`src/rtl/cqt_pkg.sv`:
```
package cqt_pkg;
  typedef enum logic [1:0] {
    Q_IDLE  = 2'b00,
    Q_FIRST = 2'b01,
    Q_FLUSH = 2'b10,
    Q_NEXT  = 2'b11
  } qstat_e;

  typedef struct packed {
    logic push;
    logic pop;
    logic flush;
    logic emit;
  } qctl_t;
endpackage

```
`src/rtl/cqt_dpath.sv`:
```
module cqt_dpath
  import cqt_pkg::*;
#(
  parameter int DEPTH   = 6,
  parameter int WIDTH   = 8,
  parameter int PAT_W   = 5,
  parameter logic [PAT_W-1:0] ESC_PAT = 5'b11011
) (
  input  logic             clk,
  input  logic             rst,
  input  qctl_t            ctl,
  input  logic [WIDTH-1:0] fetchByte,
  output logic             headIsEsc,
  output logic [WIDTH-1:0] coByte
);
  localparam int PTR_W = (DEPTH > 1) ? $clog2(DEPTH) : 1;
  localparam logic [PTR_W-1:0] LAST = PTR_W'(DEPTH - 1);
  localparam logic [PTR_W-1:0] ONE  = PTR_W'(1);

  logic [WIDTH-1:0] slot [DEPTH];
  logic [PTR_W-1:0] wrPtr, rdPtr;
  logic [WIDTH-1:0] headByte;

  assign headByte  = slot[rdPtr];
  assign headIsEsc = (headByte[WIDTH-1 -: PAT_W] == ESC_PAT);

  function automatic logic [PTR_W-1:0] bump(input logic [PTR_W-1:0] p);
    return (p == LAST) ? '0 : p + ONE;
  endfunction

  always_ff @(posedge clk) begin
    if (rst) begin
      wrPtr <= '0;
      rdPtr <= '0;
    end else if (ctl.flush) begin
      wrPtr <= '0;
      rdPtr <= '0;
    end else begin
      if (ctl.push) wrPtr <= bump(wrPtr);
      if (ctl.pop)  rdPtr <= bump(rdPtr);
    end
  end

  for (genvar g = 0; g < DEPTH; g++) begin : g_slot
    always_ff @(posedge clk) begin
      if (rst) slot[g] <= '0;
      else if (ctl.push && wrPtr == PTR_W'(g)) slot[g] <= fetchByte;
    end
  end

  always_ff @(posedge clk) begin
    if (rst) coByte <= '0;
    else if (ctl.emit) coByte <= headByte;
  end

  // after a flush both pointers meet at slot zero
  p_flush_align_r4: assert property (@(posedge clk) disable iff (rst)
    ctl.flush |=> (rdPtr == '0 && wrPtr == '0));

  // pointers only ever step by one slot with wrap
  p_rd_step_r1: assert property (@(posedge clk) disable iff (rst)
    (ctl.pop && !ctl.flush) |=> (rdPtr == bump($past(rdPtr))));
endmodule

```
`src/rtl/cqt_ctrl.sv`:
```
module cqt_ctrl
  import cqt_pkg::*;
#(
  parameter int DEPTH = 6
) (
  input  logic       clk,
  input  logic       rst,
  input  logic       fetchValid,
  input  logic [1:0] qStatus,
  input  logic       headIsEsc,
  output qctl_t      ctl,
  output logic       escHit,
  output logic       coValid,
  output logic       ovfErr,
  output logic       udfErr
);
  localparam int CNT_W = $clog2(DEPTH + 1);
  localparam logic [CNT_W-1:0] FULL_C = CNT_W'(DEPTH);
  localparam logic [CNT_W-1:0] ONE    = CNT_W'(1);

  qstat_e qs;
  logic [CNT_W-1:0] count, cntNext;
  logic escMatch;
  logic isEmpty, isFull, popReq, popOk, ovfEvt, udfEvt;

  assign qs      = qstat_e'(qStatus);
  assign isEmpty = (count == '0);
  assign isFull  = (count == FULL_C);
  assign popReq  = (qs == Q_FIRST) || (qs == Q_NEXT);
  assign popOk   = popReq && !isEmpty;
  assign udfEvt  = popReq && isEmpty;
  assign ovfEvt  = fetchValid && (qs != Q_FLUSH) && isFull && !popOk;

  always_comb begin
    ctl.flush = (qs == Q_FLUSH);
    ctl.pop   = popOk;
    ctl.push  = fetchValid && !ctl.flush && (!isFull || popOk);
    ctl.emit  = (qs == Q_NEXT) && popOk && escMatch;
  end

  always_comb begin
    cntNext = count;
    if (ctl.flush)                 cntNext = '0;
    else if (ctl.push && !popOk)   cntNext = count + ONE;
    else if (!ctl.push && popOk)   cntNext = count - ONE;
  end

  always_ff @(posedge clk) begin
    if (rst) begin
      count    <= '0;
      escMatch <= 1'b0;
      escHit   <= 1'b0;
      coValid  <= 1'b0;
      ovfErr   <= 1'b0;
      udfErr   <= 1'b0;
    end else begin
      count   <= cntNext;
      escHit  <= (qs == Q_FIRST) && popOk && headIsEsc;
      coValid <= ctl.emit;
      if (ctl.flush)          escMatch <= 1'b0;
      else if (qs == Q_FIRST) escMatch <= popOk && headIsEsc;
      if (ovfEvt) ovfErr <= 1'b1;
      if (udfEvt) udfErr <= 1'b1;
    end
  end

  // occupancy never exceeds the depth
  p_count_bound_r8: assert property (@(posedge clk) disable iff (rst)
    count <= FULL_C);

  // overflow flag is sticky
  p_ovf_sticky_r8: assert property (@(posedge clk) disable iff (rst)
    ovfErr |=> ovfErr);

  // flush leaves an empty queue and no match
  p_flush_clears_r4: assert property (@(posedge clk) disable iff (rst)
    (qStatus == 2'b10) |=> (count == '0 && !escMatch));

  // no coprocessor byte without a live match
  p_no_emit_nomatch_r6: assert property (@(posedge clk) disable iff (rst)
    (qStatus == 2'b11 && !escMatch) |=> !coValid);

  // empty pop flags underflow and yields nothing
  p_udf_r9: assert property (@(posedge clk) disable iff (rst)
    (popReq && count == '0) |=> (udfErr && !coValid && !escHit));

  // idle status with no fetch keeps occupancy
  p_idle_hold_r2: assert property (@(posedge clk) disable iff (rst)
    (qStatus == 2'b00 && !fetchValid) |=> $stable(count));

  // full queue with simultaneous pop and fetch does not overflow
  p_full_swap_r11: assert property (@(posedge clk) disable iff (rst)
    (isFull && fetchValid && qStatus[0] && !ovfErr) |=> !ovfErr);
endmodule

```
`src/rtl/coproc_queue_tracker.sv`:
```
module coproc_queue_tracker
  import cqt_pkg::*;
#(
  parameter int DEPTH = 6,
  parameter int WIDTH = 8,
  parameter int PAT_W = 5,
  parameter logic [PAT_W-1:0] ESC_PAT = 5'b11011
) (
  input  logic             clk,
  input  logic             rst,
  input  logic             fetchValid,
  input  logic [WIDTH-1:0] fetchByte,
  input  logic [1:0]       qStatus,
  output logic             escHit,
  output logic             coValid,
  output logic [WIDTH-1:0] coByte,
  output logic             ovfErr,
  output logic             udfErr
);
  qctl_t ctl;
  logic  headIsEsc;

  cqt_ctrl #(.DEPTH(DEPTH)) ctrl_i (
    .clk(clk), .rst(rst), .fetchValid(fetchValid), .qStatus(qStatus),
    .headIsEsc(headIsEsc), .ctl(ctl), .escHit(escHit), .coValid(coValid),
    .ovfErr(ovfErr), .udfErr(udfErr)
  );

  cqt_dpath #(.DEPTH(DEPTH), .WIDTH(WIDTH), .PAT_W(PAT_W), .ESC_PAT(ESC_PAT)) dpath_i (
    .clk(clk), .rst(rst), .ctl(ctl), .fetchByte(fetchByte),
    .headIsEsc(headIsEsc), .coByte(coByte)
  );
endmodule

```
`config.mk`:
```
export PLATFORM = sky130hd
export DESIGN_NAME = coproc_queue_tracker
export DESIGN_NICKNAME = d
export VERILOG_FILES = /design/src/rtl/cqt_pkg.sv /design/src/rtl/cqt_dpath.sv /design/src/rtl/cqt_ctrl.sv /design/src/rtl/coproc_queue_tracker.sv
export SDC_FILE = /design/constraint.sdc
export NUM_CORES = 1
export LEC_CHECK = 0
export BUFFER_PORTS_ARGS = -buffer_cell sky130_fd_sc_hd__buf_2
export CELL_PAD_IN_SITES_DETAIL_PLACEMENT = 1
export CELL_PAD_IN_SITES_GLOBAL_PLACEMENT = 2
export CORE_UTILIZATION = 44
export CTS_CLUSTER_DIAMETER = 100
export CTS_CLUSTER_SIZE = 8
export DETAILED_ROUTE_END_ITERATION = 16
export PLACE_DENSITY = 0.94
export SLEW_MARGIN = 25
export SYNTH_ARGS = -nofsm -noshare
export SYNTH_HDL_FRONTEND = slang
export SYNTH_SLANG_ARGS = --single-unit
```
`constraint.sdc`:
```
create_clock -name clk -period 3.85 [get_ports clk]
set_input_delay 0.1925 -clock clk [delete_from_list [all_inputs] [get_ports clk]]
set_output_delay 0.1925 -clock clk [all_outputs]
set_load 0.005 [all_outputs]
```
* Yosys cells after proc, flatten, opt, wreduce, memory -nomap -nowiden
Memories as Yosys holds them, arrays and structs flattened. A register that Yosys moved wholly into a read port is not among the register bits. Cells that the tools add are included.
Storage, ports and cells: register bits 22, RAM bits 48, input port bits 13, output and inout port bits 12, word-level logic and storage cells 95, memories 1
Operators by class: $add $sub $neg 4, equality and inequality tests 12, muxes and demuxes 32, bitwise gates (word level) 6, reduce and logical (&&, ||, !) cells 31
Memory list:
- dpath_i.slot | depth 6, bits a word 8, rd ports 1, clocked after Yosys merged registers in 1, wr ports 6, line cqt_dpath.sv:20 | logic [WIDTH-1:0] slot [DEPTH];
Operators with widths (count):
- 8-bit 2-to-1 mux | 6
- 1-bit logical AND | 20
- 1-bit 2-to-1 mux | 20
- 3-bit 2-to-1 mux | 6
- 3-bit equality test, second input constant | 4
- 3-bit by 1-bit adder with 3-bit output, second input constant | 3
- 3-bit by 2-bit equality test with 1-bit output, second input constant | 2
- 3-bit logical NOT | 2
- 1-bit OR | 6
- 5-bit equality test, second input constant | 1
- 1-bit logical NOT | 5
- 2-bit equality test, second input constant | 2
- 3-bit by 1-bit equality test with 1-bit output, second input constant | 1
- 3-bit by 1-bit subtractor with 3-bit output, second input constant | 1
- 2-bit by 1-bit equality test with 1-bit output, second input constant | 1
- 1-bit logical OR | 2
- 2-bit != test, second input constant | 1
- 2-bit nonzero test | 1
- 2-bit OR reduction | 1

* Logic depth before layout (Yosys ltp)
depth in word-level cells 10, gate-level depth with buffers 10, mapped depth without buffers 10

* By module
A second synthesis with hierarchy kept.
Second synthesis, totals: cells, all modules 247, area, all modules 3260.6 um^2
Modules (own cells, without submodules):
- cqt_dpath | times used 1, cells each 207, area each 2861.5 um^2, seq. area each 1781.7 um^2
- cqt_ctrl | times used 1, cells each 40, area each 399.1 um^2, seq. area each 160.2 um^2

* Least setup slack after synthesis
No wires, ideal clock.
kind register to register, start point reg ctrl_i.count[0], end point reg ctrl_i.count[2], setup time 71 ps, arrival 2138 ps, required time 3779 ps, path slack 1641 ps, cell stages (with the launch flop) 11, buffers on the path 0, period minus slack after synthesis 2209 ps, cells stage by stage dfxtp_1 -> and3b_1 -> nor2_1 -> o21ai_2 -> clkinv_1 -> ha_1 -> inv_1 -> fa_1 -> xor2_1 -> or3_1 -> a21oi_1
Between the ends: word-level cells in the longest chain between the ends 8, elaborated cells on any way between the ends 16, classes of those cells add/sub: 2; eq/ne: 1; mux: 2; reduce/logical: 11
Ends and longest elaborated chain:
- start: declaration | line cqt_ctrl.sv:22 | logic [CNT_W-1:0] count, cntNext;
- start signal: assignment | line cqt_ctrl.sv:57 | count <= cntNext;
- parallel branches: the longest is 8 deep, another holds 3-bit by 1-bit subtractor with 3-bit output
Parallel ways; which one is timed is not known. The select of a mux whose other input is x is not followed. A chain may end at the register's enable or synchronous reset.

* Worst setup path after layout
Ends and elaborated chain as after synthesis.

==> impl_summary.txt <==
----------------------------------------------------
[Die]
  Die X ... 87.5 µm
  Die Y-Extent ... 87.5 µm
  I/O pin cnt ... 25
  Die area ... 7660 µm²
  Initial cell density of the core ... 0.464
  Area of the core region ... 6940 µm²
  Placement row count ... 30

[Setup path]
  Worst setup EP type ... register
  Maximum cell stage delay along the critical path ... 0.43 ns
  Worst endpoint required time ... 4.13 ns
  Peak fanout along the critical path ... 8
  Slowest stage cell on the critical path ... dfxtp_1
  R2r worst-path depth ... 10
  Sequence of cells on the critical path ... and3b_1 > nor2_1 > o21ai_2 > clkinv_1 > ha_1 > inv_1 > fa_1 > xor2_1 > or3_1 > a21oi_1
  Nature of the critical path startpoint ... register
  Critical path data arrival time ... 2.72 ns
  Critical path class ... reg -> reg

[Yosys]
  Post-synth top area cell ... edfxtp_1
  Post-synthesis instance total ... 260
  Netlist cell types ... 42
  Synth top area cells ... edfxtp_1, dfxtp_1, and2_1
  Post-synthesis area per instance ... 12.4 µm²
  Cell Area, Synth ... 3220 µm²
  Yosys warning total ... 0
  Nets in the synthesized netlist ... 276
  Share of async-settable or async-resettable flops after synthesis ... 0
  FF+latch count, synth ... 73
  Count of flip-flops with a built-in enable after synthesis ... 48
  Synth Flop Type ... edfxtp_1
  Register area share after synthesis ... 0.603
  Fraction of synthesized cell area taken by the top area cell type ... 0.448

[Clock tree]
  Number of hold buffers added after cts ... 0
  H-tree levels ... 3
  CTS sink cnt ... 73
  Clock tree buffer depth ... 2
  Buffer count from post-CTS setup fixing ... 0
  Resize count post-CTS ... 0
  Clock tree from TritonCTS ... yes
  Root Buffer ... clkbuf_8
  Number of clock buffers inserted by TritonCTS ... 9
  Clock slew at reported path FFs ... 0.07 ns
  Later-pin clock latency in the skew report ... 0.35 ns

[Power and ir drop]
  Relative contribution of the clock network to total power ... 0.314
  Share of power burned in registers ... 0.571
  Switch share ... 0.262
  Power density normalized to cell area ... 454 nW/µm²
  Total leakage power ... 1.32 nW
  Worst-case vdd ir drop ... 0.000163 V
  Design internal power ... 0.00120 W
  Part of the power in combinational logic ... 0.115
  Total net switching power ... 0.000424 W

[Final layout]
  Number of diodes ... 0
  Area Growth Syn to Fin ... 10.7%
  Multi-input logic area ... 1190 µm²
  Count of filler cells inserted in the layout ... 756
  Nets ... 300
  Commonest cells after routing, fill and taps aside ... and2_1, edfxtp_1, nor2_1, dfxtp_1, buf_2
  Seq. cell area ... 1940 µm²
  Ratio of cells with drive above 1 in the final layout ... 0.190
  Final standard cell utilization of the core ... 0.513

[STA]
  Final hold vios ... 0
  Worst clock skew ... 0.00723 ns
  Achievable clock frequency ... 0.410 GHz
  Final worst-path cycle share ... 0.634
  Slew margin rel. ... 0.446
  Final worst path period need ... 2.44 ns
  Final Max Tran Viols ... 0
  Hold Worst Slack ... 0.123 ns
  Slew at the pin closest to its max-slew limit ... 0.829 ns
  Unrepaired setup endpoints after global routing ... no
  Finish-stage setup viols ... 0
  Summed negative setup slack over all endpoints ... 0 ns
  Setup slack after layout ... 1.41 ns

[Drt]
  DRC violation count after routing ... 0
  Final routed wirelength across all metal layers ... 6470 µm
  Number of vias per cell ... 5.23
  Vias after detailed routing ... 2012
  Total iterations of the first detailed-routing run ... 4
  Number of nets with antenna violations after detailed routing ... 0
  Number of DRC markers in iteration 0 ... 121
  Avg WL per Cell ... 16.8 µm

[Run]
  Reported max-cap violation count ... 0

[Hold path]
  Worst hold path type ... in -> reg
  Hold-critical path depth ... 3

[GRT]
  Congestion Overflow GR ... 0
  Number of global-route vias before repair ... 2010
  All-layer global routing usage ... 0.188
  Antenna violations before repair ... 0
  Maximum number of pins on one net before global-route repair ... 25
  First-pass GRT wire length ... 10400 µm

[Placed design]
  Worst slack, placed ... 1.41 ns
  GPL Wtd Cong ... 0.761
  Number of port buffers ... 24
  Dpl hpwl ... 4670 µm

[Outcome]
  Run status ... finished clean

----------------------------------------------------
-- power by group through the flow --
stage                     combinational [W]  sequential (W)  clock (W)
after floorplan                    0.000168        0.000911          0
after global placement             0.000181        0.000938          0
after detailed placement           0.000188        0.000941          0
after CTS                          0.000190        0.000925   0.000523
after global routing               0.000208        0.000931   0.000557
final                              0.000186        0.000924   0.000509
-- cell type report --
type                            instances  area share
Sequential cell                        73       0.545
Multi-Input combinational cell        169       0.335
Clock buffer                           10      0.0358
Timing Repair Buffer                   24      0.0337
Tap cell                               96      0.0337
Clock inverter                          6     0.00983
Inverter                                7     0.00737
-- per-layer routing --
metal	GRT usage	wire [µm]	share of wire
met5	0	0	0
met4	0.0626	112	0.017
met3	0.0650	180	0.028
met2	0.298	3120	0.48
met1	0.244	3050	0.47
-- per-stage QoR --
step	instance area (µm²)	power, W	instances
finish	3560	0.00162	385
global route	3560	0.00170	385
CTS	3560	0.00164	385
detailed placement	3400	0.00113	369
global placement	3400	0.00112	369
floorplan	3220	0.00108	260
-- synth_stat cells (2+ instances only) --
cell,number
a211oi_1,6
nor4_2,2
nand2_1,6
edfxtp_1,48
dfxtp_1,25
nand2b_1,2
xnor2_1,2
and2_1,48
inv_1,6
a21oi_1,15
nand3_1,2
nor3_1,4
nor2_1,32
mux4_2,7
buf_6,2
nor3b_1,2
o21ai_0,3
or3_1,3
xor2_1,2
a21o_1,2
a31o_2,4
clkbuf_1,6
ha_1,2
mux2i_1,10
nor2b_1,2
-- flip-flops by register name, indices dropped and copies added, names as in the netlist, named ones only --
signal           flops
ctrl_i.coValid       1
ctrl_i.count         3
ctrl_i.escHit        1
ctrl_i.escMatch      1
ctrl_i.ovfErr        1
ctrl_i.udfErr        1
dpath_i.coByte       8
dpath_i.rdPtr        3
dpath_i.slot        48
dpath_i.wrPtr        3
-- logic make-up (layout without fill, tap and decap cells) --
family | after synthesis | after routing | synth area share
AND/OR/NAND/NOR | 106 | 106 | 0.185
adder cells (fa/ha/maj) | 3 | 3 | 0.0140
XOR/XNOR | 4 | 4 | 0.0109
buffers and inverters | 18 | 47 | 0.0264
AO/OA/AOI/OAI | 39 | 39 | 0.0808
flip-flops | 73 | 73 | 0.603
multiplexers | 17 | 17 | 0.0801
-- worst max-delay path: cells and delay by family, from the launching register on --
family	cells	cell delay, ns
AO/OA/AOI/OAI	2	0.27
adder cells (fa/ha/maj)	2	0.58
XOR/XNOR	1	0.15
buffers and inverters	2	0.24
flip-flops	1	0.43
AND/OR/NAND/NOR	3	0.69
-- worst paths after layout --
kind / from / endpoint / slack [ns]
worst min register to register: ctrl_i.ovfErr / ctrl_i.ovfErr / 0.47
worst max-delay path: ctrl_i.count[0] / ctrl_i.count[2] / 1.41
worst min-delay path: fetchValid / ctrl_i.ovfErr / 0.12
worst max register to register: ctrl_i.count[0] / ctrl_i.count[2] / 1.41
(Power assumes the default switching activity.)
